### config.mk
export PLATFORM = sky130hd
export DESIGN_NAME = boot_ctl_reg
export DESIGN_NICKNAME = d
export VERILOG_FILES = /design/src/rtl/boot_ctl_pkg.sv /design/src/rtl/boot_ctl_key.sv /design/src/rtl/boot_ctl_bits.sv /design/src/rtl/boot_ctl_rdmux.sv /design/src/rtl/boot_ctl_reg.sv
export SDC_FILE = /design/constraint.sdc
export NUM_CORES = 1
export LEC_CHECK = 0
export BUFFER_PORTS_ARGS = -buffer_cell sky130_fd_sc_hd__buf_2
export CAP_MARGIN = 20
export CORE_AREA = 2 2 39 41
export DETAILED_ROUTE_END_ITERATION = 6
export DIE_AREA = 0 0 41 43
export MAX_ROUTING_LAYER = met4
export PLACE_DENSITY = 0.71
export RECOVER_POWER = 100
export SLEW_MARGIN = 0
export SYNTH_ARGS = -nofsm -noshare
export SYNTH_HDL_FRONTEND = slang
export SYNTH_SLANG_ARGS = --single-unit
### constraint.sdc
create_clock -name clk -period 2.3 [get_ports clk]
set_clock_uncertainty 0.15 [all_clocks]
set_input_delay 0.345 -clock clk [delete_from_list [all_inputs] [get_ports clk]]
set_output_delay 0.345 -clock clk [all_outputs]
set_load 0.01 [all_outputs]
### src/rtl/boot_ctl_pkg.sv
package boot_ctl_pkg;

    localparam int BIT_SWRST   = 7;
    localparam int BIT_MEMSEL  = 5;
    localparam int BIT_AUXRAM  = 4;
    localparam int BIT_BOOTSEL = 1;
    localparam int BIT_PROGEN  = 0;

    typedef enum logic [1:0] {
        KEY_IDLE = 2'd0,
        KEY_HALF = 2'd1,
        KEY_OPEN = 2'd2
    } key_state_e;

    typedef struct packed {
        logic swrst;
        logic aux;
        logic boot;
        logic prog;
    } ctrl_bits_t;

endpackage

### src/rtl/boot_ctl_key.sv
module boot_ctl_key
    import boot_ctl_pkg::*;
#(
    parameter int                DATA_W     = 8,
    parameter logic [DATA_W-1:0] KEY_FIRST  = 8'h87,
    parameter logic [DATA_W-1:0] KEY_SECOND = 8'h59,
    parameter logic [DATA_W-1:0] LOCK_CODE  = 8'h00
) (
    input  logic              clk,
    input  logic              rst_n,
    input  logic              key_wr,
    input  logic [DATA_W-1:0] key_data,
    input  logic              soft_clr,
    output logic              unlocked
);

    typedef struct packed {
        key_state_e st;
    } key_regs_t;

    key_regs_t r_d, r_q;

    always_comb begin
        r_d = r_q;
        if (soft_clr) begin
            r_d.st = KEY_IDLE;
        end else if (key_wr) begin
            if (key_data == LOCK_CODE) begin
                r_d.st = KEY_IDLE;
            end else begin
                unique case (r_q.st)
                    KEY_IDLE: r_d.st = (key_data == KEY_FIRST)  ? KEY_HALF : KEY_IDLE;
                    KEY_HALF: r_d.st = (key_data == KEY_SECOND) ? KEY_OPEN : KEY_IDLE;
                    KEY_OPEN: r_d.st = KEY_OPEN;
                    default:  r_d.st = KEY_IDLE;
                endcase
            end
        end
    end

    always_ff @(posedge clk or negedge rst_n) begin
        if (!rst_n) r_q <= '{st: KEY_IDLE};
        else        r_q <= r_d;
    end

    assign unlocked = (r_q.st == KEY_OPEN);

endmodule

### src/rtl/boot_ctl_bits.sv
module boot_ctl_bits
    import boot_ctl_pkg::*;
(
    input  logic       clk,
    input  logic       rst_n,
    input  logic       ctrl_wr,
    input  ctrl_bits_t wr_val,
    input  logic       unlocked,
    output ctrl_bits_t bits,
    output logic       soft_clr,
    output logic       soft_rst_req
);

    typedef struct packed {
        ctrl_bits_t bits;
        logic       req;
    } bits_regs_t;

    bits_regs_t r_d, r_q;
    logic       trig;

    assign trig = r_q.bits.swrst & r_q.bits.boot & r_q.bits.prog;

    always_comb begin
        r_d     = r_q;
        r_d.req = trig;
        if (trig) begin
            r_d.bits = '0;
        end else if (ctrl_wr && unlocked) begin
            r_d.bits = wr_val;
        end
    end

    always_ff @(posedge clk or negedge rst_n) begin
        if (!rst_n) r_q <= '0;
        else        r_q <= r_d;
    end

    assign bits         = r_q.bits;
    assign soft_clr     = trig;
    assign soft_rst_req = r_q.req;

endmodule

### src/rtl/boot_ctl_rdmux.sv
module boot_ctl_rdmux
    import boot_ctl_pkg::*;
#(
    parameter int                ADDR_W    = 8,
    parameter int                DATA_W    = 8,
    parameter logic [ADDR_W-1:0] CTRL_ADDR = 8'hBF,
    parameter logic [ADDR_W-1:0] UNLK_ADDR = 8'hC7
) (
    input  logic              rd,
    input  logic [ADDR_W-1:0] addr,
    input  ctrl_bits_t        bits,
    input  logic              unlocked,
    input  logic              ldrom_active,
    output logic [DATA_W-1:0] rdata
);

    logic [DATA_W-1:0] ctrl_view;

    always_comb begin
        for (int i = 0; i < DATA_W; i++) begin
            unique case (i)
                BIT_SWRST:   ctrl_view[i] = bits.swrst;
                BIT_MEMSEL:  ctrl_view[i] = ldrom_active;
                BIT_AUXRAM:  ctrl_view[i] = bits.aux;
                BIT_BOOTSEL: ctrl_view[i] = bits.boot;
                BIT_PROGEN:  ctrl_view[i] = bits.prog;
                default:     ctrl_view[i] = 1'b0;
            endcase
        end
    end

    always_comb begin
        rdata = '0;
        if (rd) begin
            if (addr == CTRL_ADDR)      rdata = ctrl_view;
            else if (addr == UNLK_ADDR) rdata = {{(DATA_W-1){1'b0}}, unlocked};
        end
    end

endmodule

### src/rtl/boot_ctl_reg.sv
module boot_ctl_reg
    import boot_ctl_pkg::*;
#(
    parameter int                ADDR_W     = 8,
    parameter int                DATA_W     = 8,
    parameter logic [ADDR_W-1:0] CTRL_ADDR  = 8'hBF,
    parameter logic [ADDR_W-1:0] UNLK_ADDR  = 8'hC7,
    parameter logic [DATA_W-1:0] KEY_FIRST  = 8'h87,
    parameter logic [DATA_W-1:0] KEY_SECOND = 8'h59,
    parameter logic [DATA_W-1:0] LOCK_CODE  = 8'h00
) (
    input  logic              clk,
    input  logic              rst_n,
    input  logic [ADDR_W-1:0] sfr_addr,
    input  logic [DATA_W-1:0] sfr_wdata,
    input  logic              sfr_wr,
    input  logic              sfr_rd,
    input  logic              ldrom_active,
    output logic [DATA_W-1:0] sfr_rdata,
    output logic              aux_ram_en,
    output logic              boot_sel,
    output logic              prog_en,
    output logic              soft_rst_req
);

    logic       key_wr;
    logic       ctrl_wr;
    logic       unlocked;
    logic       soft_clr;
    ctrl_bits_t wr_val;
    ctrl_bits_t bits;

    assign key_wr  = sfr_wr && (sfr_addr == UNLK_ADDR);
    assign ctrl_wr = sfr_wr && (sfr_addr == CTRL_ADDR);

    assign wr_val = '{swrst: sfr_wdata[BIT_SWRST],
                      aux:   sfr_wdata[BIT_AUXRAM],
                      boot:  sfr_wdata[BIT_BOOTSEL],
                      prog:  sfr_wdata[BIT_PROGEN]};

    boot_ctl_key #(
        .DATA_W    (DATA_W),
        .KEY_FIRST (KEY_FIRST),
        .KEY_SECOND(KEY_SECOND),
        .LOCK_CODE (LOCK_CODE)
    ) u_key (
        .clk     (clk),
        .rst_n   (rst_n),
        .key_wr  (key_wr),
        .key_data(sfr_wdata),
        .soft_clr(soft_clr),
        .unlocked(unlocked)
    );

    boot_ctl_bits u_bits (
        .clk         (clk),
        .rst_n       (rst_n),
        .ctrl_wr     (ctrl_wr),
        .wr_val      (wr_val),
        .unlocked    (unlocked),
        .bits        (bits),
        .soft_clr    (soft_clr),
        .soft_rst_req(soft_rst_req)
    );

    boot_ctl_rdmux #(
        .ADDR_W   (ADDR_W),
        .DATA_W   (DATA_W),
        .CTRL_ADDR(CTRL_ADDR),
        .UNLK_ADDR(UNLK_ADDR)
    ) u_rdmux (
        .rd          (sfr_rd),
        .addr        (sfr_addr),
        .bits        (bits),
        .unlocked    (unlocked),
        .ldrom_active(ldrom_active),
        .rdata       (sfr_rdata)
    );

    assign aux_ram_en = bits.aux;
    assign boot_sel   = bits.boot;
    assign prog_en    = bits.prog;

endmodule

; Yosys cells after proc, flatten, opt, wreduce, memory -nomap -nowiden
; Cells that the tools add are included.
[classes]
n_eq_ne = 6
reduce_logical = 7
n_bitwise = 2
mux = 11
[ops]
columns = cell, n
row1 = == test 8 bit (second input constant), 3
row2 = two-way mux 8 bit, 2
row3 = == test 8 x 7 -> 1 bit (second input constant), 1
row4 = zero test 8 bit, 1
row5 = two-way mux 2 bit, 4
row6 = two-way mux 4 bit, 2
row7 = one-hot mux 2 bit (3 select lines), 1
row8 = nonzero test 2 bit, 2
row9 = logical AND 1 bit, 3
row10 = AND 1 bit, 2
row11 = == test 2 x 1 -> 1 bit (second input constant), 1
row12 = == test 2 bit (second input constant), 1
row13 = zero test 2 bit, 1
row14 = two-way mux 1 bit, 2
[totals]
input_bits = 21
regBits = 7
wordCells = 32

; Depth between registers and ports, before layout
; Gate-level depths: netlist of the first run.
[logic_depth]
depth_word = 6
depth_mapped = 4
mapped_depth_nobuf = 4

; Cells and area by module
; From an unflattened synthesis of the first run, not the netlist that was laid out.
[hier_totals]
cells_unflattened = 61
hier_area_um2 = 605.6
[by_module_without_submodules]
columns = mod, instances, seq_area_each_um2, cells_each, area_per_inst_um2
row1 = boot_ctl_bits, 1, 125.1, 21, 247.7
row2 = boot_ctl_key, 1, 50.0, 18, 186.4
row3 = boot_ctl_rdmux, 1, 0.0, 16, 127.6
row4 = boot_ctl_reg, 1, 0.0, 6, 43.8

; Worst setup path before layout of the first run
; No wires, ideal clock.
[synth_timing]
kind = input port to output port
from = input port sfr_addr[6]
to = output port sfr_rdata[1]
setup_slack_ns = 0.848
t_required_ns = 1.805
stages = 3
t_arrival_ns = 0.957
path_cell_list = and4b_2 and3_1 and2_1
[synth_between]
elab_chain_len = 3
[synth_rtl]
columns = item, line_no
row1 = "start, declared", boot_ctl_reg.sv:14  ; input logic [ADDR_W-1:0] sfr_addr,
row2 = == test 8 bit, boot_ctl_rdmux.sv:35  ; if (addr == CTRL_ADDR) rdata = ctrl_view;
row3 = two-way mux 8 bit, boot_ctl_rdmux.sv:35
row4 = two-way mux 8 bit, boot_ctl_rdmux.sv:34  ; if (rd) begin
row5 = "end, declared", boot_ctl_reg.sv:19  ; output logic [DATA_W-1:0] sfr_rdata,
; No other way between the ends.

; Worst setup path in the final report of the first run
[layout_timing]
from = input port sfr_addr[6]
to = output port sfr_rdata[4]
; Same word-level chain as after synthesis.

==> key figures, run 1 <==
Outcome
  – Status: finished, final reports clean

Setup path
  – CP Max Fanout: 4
  – Type of origin of the critical path: input port
  – Largest stage delay on the critical path: 0.29 ns
  – Worst Setup End Kind: output port
  – Levels on crit path: 5
  – WP buf/inv: 2
  – CP max stage cell: and4b_2
  – Worst EP arrival: 1.22 ns
  – Crit path required time: 1.80 ns
  – Delay-heaviest family, CP: simple AND/OR/NAND/NOR gates
  – Kind of critical path: in -> out
  – R2R setup slack: 0.82 ns
  – Crit-path cells: buf_2, and4b_2, and3_1, and2_1, clkbuf_1
  – Cells on worst reg2reg path: 4

Cells and area
  – N_diodes: 0
  – Final core occ: 0.463
  – Layout cells sized above 1: 0.321
  – Synth-to-Final Area Change: 35.1%
  – Fin nets: 103

STA
  – Worst-case hold slack: 0.246 ns
  – Sum Neg Setup Slack: 0 ns
  – Fin crit share: 0.745
  – Crit path time final: 1.71 ns
  – Setup Viol. Count Final: 0
  – Fin. Hold Viols: 0
  – Peak Freq: 583 MHz
  – RSZ-0062 raised after global routing: false
  – Max Slew Vio Count: 0

GRT
  – All-Layer GR Usage: 0.136
  – Total gr overflow: 0
  – Global-route wire length before repair: 1.55 mm
  – Initial antenna violation count: 0
  – Number of global-route vias before repair: 416
  – Largest net degree at the start of global routing: 8

Floorplan
  – Die ar.: 1760 um2
  – Die Y: 43 um
  – Rows: 14
  – Core footprint: 1380 um2
  – Boundary Pins: 33
  – Starting density of the core: 0.343
  – Die width: 41 um

Clocking
  – CTS Buf Count: 3
  – CTS tree: yes
  – H-tree levels: 1
  – Clk buf depth: 2
  – Root Buffer: clkbuf_4
  – CTS clk-pin slew, worst paths: 0.05 ns
  – Post-cts sizing count: 0
  – Worst-skew pair later-pin latency: 0.25 ns
  – CTS sink cnt: 7

Logic synthesis
  – YS warnings: 0
  – Post-synth EDFFs: 0
  – Synth Flop Type: dfrtp_1
  – Post-Syn Area: 474 um2
  – Yosys reg bits: 7
  – Cell taking the most area after synthesis: dfrtp_1
  – Post-synth ARST share: 1.00
  – Cell variety after synth: 24
  – Syn Area/Cell: 9.68 um2
  – Sequential-to-total area share from yosys stat: 0.369
  – Post-synth top area share: 0.369
  – Gate Count Post-Synth: 49
  – Ranking of synthesized cells by area: dfrtp_1, mux2i_1, and2_1, nor4b_4, buf_4

Worst hold path
  – Hold Crit Class: in -> reg
  – WHS Path Cells: 3

Route
  – Post-route ant nets: 0
  – Post-DR wirelength/cell: 11.7 um
  – Initial DRC Count: 7
  – DR vias/cell: 4.92
  – Via count: 477
  – WL final: 1.13 mm
  – DRC: 0
  – Pre-antenna DRT Iters: 2

Run
  – Max Cap Viol: 0

Placement
  – PortBufs: 29
  – RD Place Congestion: 0.725

Power
  – Total power: 265 uW
  – Pwr per Cell Area: 413 nW/um2
  – Peak supply drop: 0.248 mV
  – Leak: 0.332 nW
==> worst paths after layout <==
| check | to | startpoint |
|---|---|---|
| worst max-delay path | sfr_rdata[4] | sfr_addr[6] |
| worst min-delay path | u_bits.bits[0] | sfr_wdata[0] |
| worst max register to register | u_bits.bits[2] | u_key.r_q[0] |
| worst min register to register | u_bits.bits[3] | u_bits.bits[3] |
| max in group asynchronous | u_bits.bits[2] | rst_n |
| min in group asynchronous | u_bits.bits[0] | rst_n |
==> placed cells by master, fill, tap and decap left out, drive strengths merged, types with 2 or more instances in the layout <==
master / synthesis / layout
conb: 1 / 3
dfrtp: 7 / 7
nor4: 2 / 2
a21oi: 3 / 3
nand4b: 2 / 2
and2: 4 / 4
and4: 2 / 2
buf: 3 / 19
clkbuf: 1 / 14
or3: 2 / 2
nor2: 5 / 5
nand2: 2 / 2
and3: 2 / 2
mux2i: 4 / 4
==> per-stage QoR <==
| stage | area, um2 | setup slack (ns) | instances |
|---|---|---|---|
| after floorplan | 482 | 0.848 | 51 |
| after global placement | 621 | 0.620 | 92 |
| after detailed placement | 621 | 0.606 | 92 |
| after CTS | 657 | 0.605 | 97 |
| after global routing | 641 | 0.518 | 97 |
| final | 641 | 0.586 | 97 |
==> final cells by class <==
class | count | area, um2
fillers | 151 | 743
multi-input cells | 40 | 277
flip-flops and latches | 7 | 175
repair buffers | 30 | 143
clock buffers | 4 | 26.3
well taps | 16 | 20.0
==> kinds of logic after synthesis <==
group	after synthesis	synth area share
DFF	7	0.369
and+or+nand+nor	28	0.417
buffers and inverters	4	0.0554
AOI/OAI and AO/OA	5	0.0660
other	1	0.00791
muxes	4	0.0844
==> cells in the mapped netlist, drive strengths merged (2+ instances only) <==
cell type	number
and4	2
nand4b	2
dfrtp	7
nand2	2
buf	3
nor4	2
mux2i	4
and3	2
or3	2
nor2	5
and2	4
a21oi	3
==> layer usage <==
metal  global-route usage  routed length (um)  up-vias
met5                    -                   0        -
met4               0.0800                   0        0
met3               0.0157                 112        0
met2                0.228                 559       20
met1                0.141                 462      218
li1                     -                   -      239
==> sequential cells by signal (all words and copies together) (netlist names) <==
signal,cells
u_key.r_q,2
u_bits.bits,4
u_bits.soft_rst_req,1
==> worst register-to-register path, cell delays in order (launching register included) <==
cell and delay, ns:
dfrtp_1 0.41, nor2b_1 0.17, nand4_1 0.28, mux2i_1 0.29, nor2_1 0.06
==> power breakdown <==
part / switching (mW) / internal, mW / leakage, nW / total, mW
clock network: 0.0413 / 0.0659 / 0.0150 / 0.107
logic: 0.0171 / 0.0169 / 0.219 / 0.0340
registers: 0.0000132 / 0.123 / 0.0979 / 0.123
total: 0.0583 / 0.206 / 0.332 / 0.265
==> timing repair <==
item,CTS,global route
hold buffers,1,0
endpoints found under the hold margin,7,0
setup buffers,0,0
No activity file was read; power rests on OpenSTA's default activity.
==> run 2: changes to the inputs <==
ABC_AREA = 1   (was unset)
CORE_AREA = unset   (was 2 2 39 41)
CORE_MARGIN = 2   (was unset)
CORE_UTILIZATION = 37   (was unset)
DIE_AREA = unset   (was 0 0 41 43)
PLACE_DENSITY = 0.73   (was 0.71)
clock period = 1.5 ns   (was 2.3 ns; I/O delays follow)
==> key figures, run 2 <==
Setup path
  – Type of origin of the critical path: flop
  – Worst EP arrival: 1.32 ns (+0.10 ns)
  – Setup crit end: sfr_rdata[0]
  – Kind of critical path: reg -> out
  – Reg2Reg Capture Point: u_bits.bits[3]
  – Worst Setup End Kind: output port
  – R2R setup slack: 0.10 ns (-0.72 ns)
  – Cells on worst reg2reg path: 6 (+2)
  – CP Launch Point: u_key.r_q[0]
  – Crit path required time: 1.12 ns (-0.68 ns)
  – CP Max Fanout: 4 (unchanged)
  – Reg2reg start: u_key.r_q[0]

Clocking
  – CTS clk-pin slew, worst paths: 0.05 ns (about the same)
  – CTS sink cnt: 7 (unchanged)
  – H-tree levels: 1 (unchanged)
  – CTS tree: yes
  – Worst-skew pair later-pin latency: 0.25 ns (about the same)
  – Clk buf depth: 2 (unchanged)
  – CTS Buf Count: 3 (unchanged)
  – Root Buffer: clkbuf_4

Floorplan
  – Core footprint: 1350 um2 (-2.4%)
  – Rows: 13 (-1)
  – Boundary Pins: 33 (unchanged)
  – Die Y: 42.5 um (-1.1%)
  – Die ar.: 1810 um2 (+2.6%)
  – Starting density of the core: 0.407 (+0.0642)
  – Die width: 42.5 um (+3.7%)

Cells and area
  – Max reg flops: 4 (unchanged)
  – N_diodes: 0 (unchanged)
  – Layout cells sized above 1: 0.306 (-0.0145)
  – Fill count: 143 (-5.3%)
  – Commonest non-fill, non-tap cells in the layout: buf_2, nand2_1, nor2_1
  – Synth-to-Final Area Change: 39.4%
  – Most common cell after layout, fill and taps aside: buf_2
  – Multi-input logic area: 299 um2 (+8.1%)
  – Post-route cell area: 766 um2 (+20%)
  – Reg area: 175 um2 (unchanged)
  – Final cell count without fillers: 139 (+43%)
  – Final core occ: 0.567 (+0.104)
  – Fin nets: 146 (+42%)

STA
  – Setup Viol. Count Final: 1 (+1)
  – RSZ-0062 raised after global routing: true
  – Final Worst Setup Slack: -0.192 ns (-0.778 ns)
  – Fin crit share: 1.13
  – Fin. Hold Viols: 0 (unchanged)
  – Worst-case hold slack: 0.110 ns (-0.136 ns)
  – Peak Freq: 591 MHz
  – Max Slew Vio Count: 0 (unchanged)
  – Crit path time final: 1.69 ns

GRT
  – All-Layer GR Usage: 0.174 (+0.0384)
  – Global-route wire length before repair: 2.26 mm (+45%)
  – Total gr overflow: 0 (unchanged)
  – Initial antenna violation count: 0 (unchanged)
  – Number of global-route vias before repair: 542 (+30%)
  – Largest net degree at the start of global routing: 11 (+3)

Route
  – Initial DRC Count: 14 (+7)
  – Pre-antenna DRT Iters: 4 (+2)
  – Post-DR wirelength/cell: 9.19 um (-21%)
  – WL final: 1.28 mm (+13%)
  – DR vias/cell: 4.55 (-7.4%)
  – Post-route ant nets: 0 (unchanged)
  – Via count: 633 (+33%)
  – DRC: 0 (unchanged)

Logic synthesis
  – Post-synth ARST share: 1.00 (unchanged)
  – Cell variety after synth: 14 (-42%)
  – Synth Flop Type: dfrtp_1
  – Post-Syn Area: 549 um2 (+16%)
  – Syn Area/Cell: 6.39 um2 (-34%)
  – Gate Count Post-Synth: 86 (+76%)
  – Ranking of synthesized cells by area: dfrtp_1, nand2_1, nor2_1, nand3_1, inv_1
  – Post-synth EDFFs: 0 (unchanged)
  – Synth cell count leaders: nand2_1, nor2_1, inv_1, nand3_1
  – Post-synth top area share: 0.319 (-0.0505)
  – Count leader, synth: nand2_1
  – Sequential-to-total area share from yosys stat: 0.319 (-0.0505)
  – YS warnings: 0 (unchanged)
  – Yosys reg bits: 7 (unchanged)
  – Cell taking the most area after synthesis: dfrtp_1

Power
  – Total power: 420 uW (+59%)
  – Pwr per Cell Area: 548 nW/um2 (+33%)
  – Leak: 0.436 nW (+31%)
  – Peak supply drop: 0.397 mV (+60%)

Placement
  – DP Area: 713 um2 (+15%)
  – RD Place Congestion: 0.798 (+10%)
  – PortBufs: 29 (unchanged)
  – Post-DP HPWL: 1.05 mm
  – Dpl cells: 131 (+42%)

Outcome
  – Status: finished with violations
  – Failing checks: setup timing

Run
  – Max Cap Viol: 0 (unchanged)

Worst hold path
  – Hold Crit Class: in -> reg
[run 2: how the worst min path moves through the flow]
stage | end | cells after the start | from
3_3_place_gp | u_bits.bits[2] | 1 | rst_n
2_1_floorplan | u_bits.bits[0] | 0 | rst_n
4_1_cts | u_bits.bits[2] | 3 | sfr_wdata[4]
6_report | u_bits.bits[3] | 3 | sfr_wdata[7]
3_5_place_dp | u_bits.bits[2] | 1 | rst_n
5_1_grt | u_bits.bits[3] | 3 | sfr_wdata[7]
[run 2: worst max-delay path, cell delays in order (launching register included)]
cell and delay (ns):
dfrtp_1 0.40, or2_4 0.25, nand3b_1 0.15, a21boi_1 0.12, buf_2 0.14
[run 2: power breakdown]
group          total, mW  internal (mW)  switching (mW)
clock              0.170          0.101          0.0685
combinational     0.0606         0.0276          0.0331
sequential         0.189          0.189       0.0000832
total              0.420          0.318           0.102
[run 2: metrics by stage]
stage          setup WS (ns)  TNS [ns]
2_1_floorplan         0.0977         0
3_3_place_gp          0.0712         0
3_5_place_dp          0.0464         0
4_1_cts               -0.210    -0.210
5_1_grt               -0.262    -0.262
6_report              -0.192    -0.192
[run 2: final cells by class]
cell class,instances,area share
Sequential cell,7,0.229
Multi-Input combinational cell,63,0.391
Timing Repair Buffer,36,0.253
Clock buffer,4,0.0343
Inverter,14,0.0686
Tap cell,15,0.0245
[run 2: kinds of logic (layout without fill, tap and decap cells)]
kind of cell	Yosys count	count (layout)	share of synthesized area
other	1	3	0.00683
AOI/OAI and AO/OA	1	1	0.0137
buffers and inverters	18	54	0.150
DFF	7	7	0.319
and+or+nand+nor	59	59	0.510
[run 2: metal layers]
layer	wire (um)	GRT usage	share of wire
met1	573	0.224	0.45
met2	585	0.243	0.46
met3	99	0.0647	0.078
met4	18	0.0750	0.014
met5	0	-	0
[run 2: repair_timing]
| action | 4_1_cts | 5_1_grt |
|---|---|---|
| gates resized for setup | 0 | 1 |
| endpoints found under the setup margin | 1 | 5 |
| pin swaps | 1 | 0 |
| hold buffers | 1 | 0 |
| hold endpoints to repair | 7 | 0 |
| setup buffers | 1 | 2 |
==> run 3: changes to the inputs <==
ABC_AREA = 0   (was 1)
CORE_UTILIZATION = 35   (was 37)
==> key figures, run 3 (same netlist as run 1, synthesis figures left out) <==
STA
  – Fin crit share: 0.991 (-0.137)
  – Fin. Hold Viols: 0 (unchanged)
  – Worst-case hold slack: 0.117 ns (+0.00716 ns)
  – Crit path time final: 1.49 ns (-0.206 ns)
  – Final Worst Setup Slack: 0.0140 ns (+0.206 ns)
  – Max Slew Vio Count: 0 (unchanged)
  – Sum Neg Setup Slack: 0 ns (+0.192 ns)
  – Setup Viol. Count Final: 0 (-1)
  – Peak Freq: 673 MHz (+14%)
  – RSZ-0062 raised after global routing: true

Setup path
  – Worst Setup End Kind: output port
  – Kind of critical path: reg -> out
  – CP Max Fanout: 3 (-1)
  – Type of origin of the critical path: flop
  – Crit-path cells: nor2b_2, a22oi_1, nor2_1, buf_2
  – Worst EP arrival: 1.11 ns (-0.21 ns)
  – CP max stage cell: dfrtp_1
  – Largest stage delay on the critical path: 0.39 ns (about the same)
  – Crit path required time: 1.12 ns (about the same)

Worst hold path
  – Hold Crit Class: in -> reg

Clocking
  – Worst-skew pair later-pin latency: 0.25 ns (about the same)
  – Root Buffer: clkbuf_4
  – CTS sink cnt: 7 (unchanged)
  – CTS clk-pin slew, worst paths: 0.05 ns (about the same)
  – H-tree levels: 1 (unchanged)
  – Clk buf depth: 2 (unchanged)
  – CTS tree: yes
  – CTS Buf Count: 3 (unchanged)

Power
  – Cell-internal power: 319 uW (+0.16%)
  – Switching Share: 0.228 (-0.0139)
  – Comb pwr share: 0.132 (-0.012)
  – Peak supply drop: 0.389 mV (-2.0%)
  – Pwr per Cell Area: 597 nW/um2 (+8.8%)
  – Total power: 413 uW (-1.7%)
  – Sw Pwr: 94.2 uW (-7.3%)
  – Seq pwr share: 0.458 (+0.007)
  – Leak: 0.373 nW (-14%)
  – Clock power share: 0.410 (+0.005)

Cells and area
  – Final core occ: 0.538 (-0.0287)
  – Max reg flops: 4 (unchanged)
  – Synth-to-Final Area Change: 45.9%
  – Final cell count without fillers: 100 (-28%)
  – Most common cell after layout, fill and taps aside: buf_2
  – Layout cells sized above 1: 0.459 (+0.152)
  – Commonest non-fill, non-tap cells in the layout: buf_2, dfrtp_1, clkbuf_1
  – Fin nets: 107 (-27%)
  – N_diodes: 0 (unchanged)
  – Post-route cell area: 692 um2 (-9.6%)

Placement
  – PortBufs: 29 (unchanged)
  – Dpl cells: 93 (-29%)
  – RD Place Congestion: 0.729 (-8.7%)
  – Post-DP HPWL: 925 um (-12%)
  – DP Area: 634 um2 (-11%)
  – Pre-CTS WS: -0.0376 ns (-0.0840 ns)

Outcome
  – Status: finished, final reports clean

Floorplan
  – Boundary Pins: 33 (unchanged)
  – Die Y: 40.8 um (-4.0%)
  – Starting density of the core: 0.369 (-0.0378)
  – Rows: 13 (unchanged)
  – Core footprint: 1280 um2 (-4.8%)
  – Die ar.: 1670 um2 (-7.9%)
  – Die width: 40.8 um (-4.0%)

Route
  – Initial DRC Count: 10 (-4)
  – Post-DR wirelength/cell: 11.4 um (+24%)
  – Via count: 478 (-24%)
  – Pre-antenna DRT Iters: 2 (-2)
  – DR vias/cell: 4.78 (+5.0%)
  – WL final: 1.14 mm (-10%)
  – DRC: 0 (unchanged)
  – Post-route ant nets: 0 (unchanged)

GRT
  – Number of global-route vias before repair: 403 (-26%)
  – Largest net degree at the start of global routing: 8 (-3)
  – Global-route wire length before repair: 1.63 mm (-28%)
  – Initial antenna violation count: 0 (unchanged)
  – Total gr overflow: 0 (unchanged)
  – All-Layer GR Usage: 0.162 (-0.0121)

Run
  – Max Cap Viol: 0 (unchanged)
run 3: changes by cell type in the layout (fill, tap and decap cells not counted), sizes merged, moves of 3 or more:
cell,before,now
nand2,21,2
inv,14,0
nor2,17,5
nand3,11,1
nand4,7,1
and2,0,4
mux2i,0,4
a21oi,0,3
run 3: worst paths after layout:
check | startpoint | to | slack (ns) | cells after the start
setup / recovery | u_key.r_q[1] | sfr_rdata[0] | 0.01 | 4
setup reg to reg | u_key.r_q[1] | u_key.r_q[0] | 0.04 | 4
hold reg to reg | u_bits.bits[3] | u_bits.bits[3] | 0.40 | 2
min in group asynchronous | rst_n | u_bits.bits[2] | 0.25 | 2
max in group asynchronous | rst_n | u_bits.soft_rst_req | 0.69 | 2
hold / removal | sfr_wdata[7] | u_bits.bits[3] | 0.12 | 3
run 3: power groups by stage:
stage	sequential [mW]	combinational [mW]	clock [mW]
floorplan	0.192	0.0182	0
global placement	0.192	0.0513	0
detailed placement	0.192	0.0525	0
CTS	0.189	0.0549	0.180
global route	0.189	0.0602	0.189
finish	0.189	0.0546	0.169
run 3: layer usage:
metal,share of wire,GRT usage,routed length (um)
met1,0.41,0.168,466
met2,0.53,0.277,607
met3,0.060,0.0163,69
met4,0,0.125,0
met5,0,-,0
run 3: layout make-up:
class	count	area, um2
fillers	133	593
multi-input cells	40	293
repair buffers	34	179
flip-flops and latches	7	175
clock buffers	4	26.3
well taps	15	18.8
run 3: timing repair:
item | 4_1_cts | 5_1_grt
buffers inserted | 2 | 0
setup endpoints to repair | 2 | 3
pin swaps | 0 | 1
gates resized for setup | 0 | 3
endpoints found under the hold margin | 7 | 0
hold buffers | 1 | 0
run 3: critical path, delay by kind of cell, from the launching register on:
kind,cells,cell delay (ns)
buffers and inverters,1,0.13
and+or+nand+nor,2,0.21
DFF,1,0.39
AOI/OAI and AO/OA,1,0.13
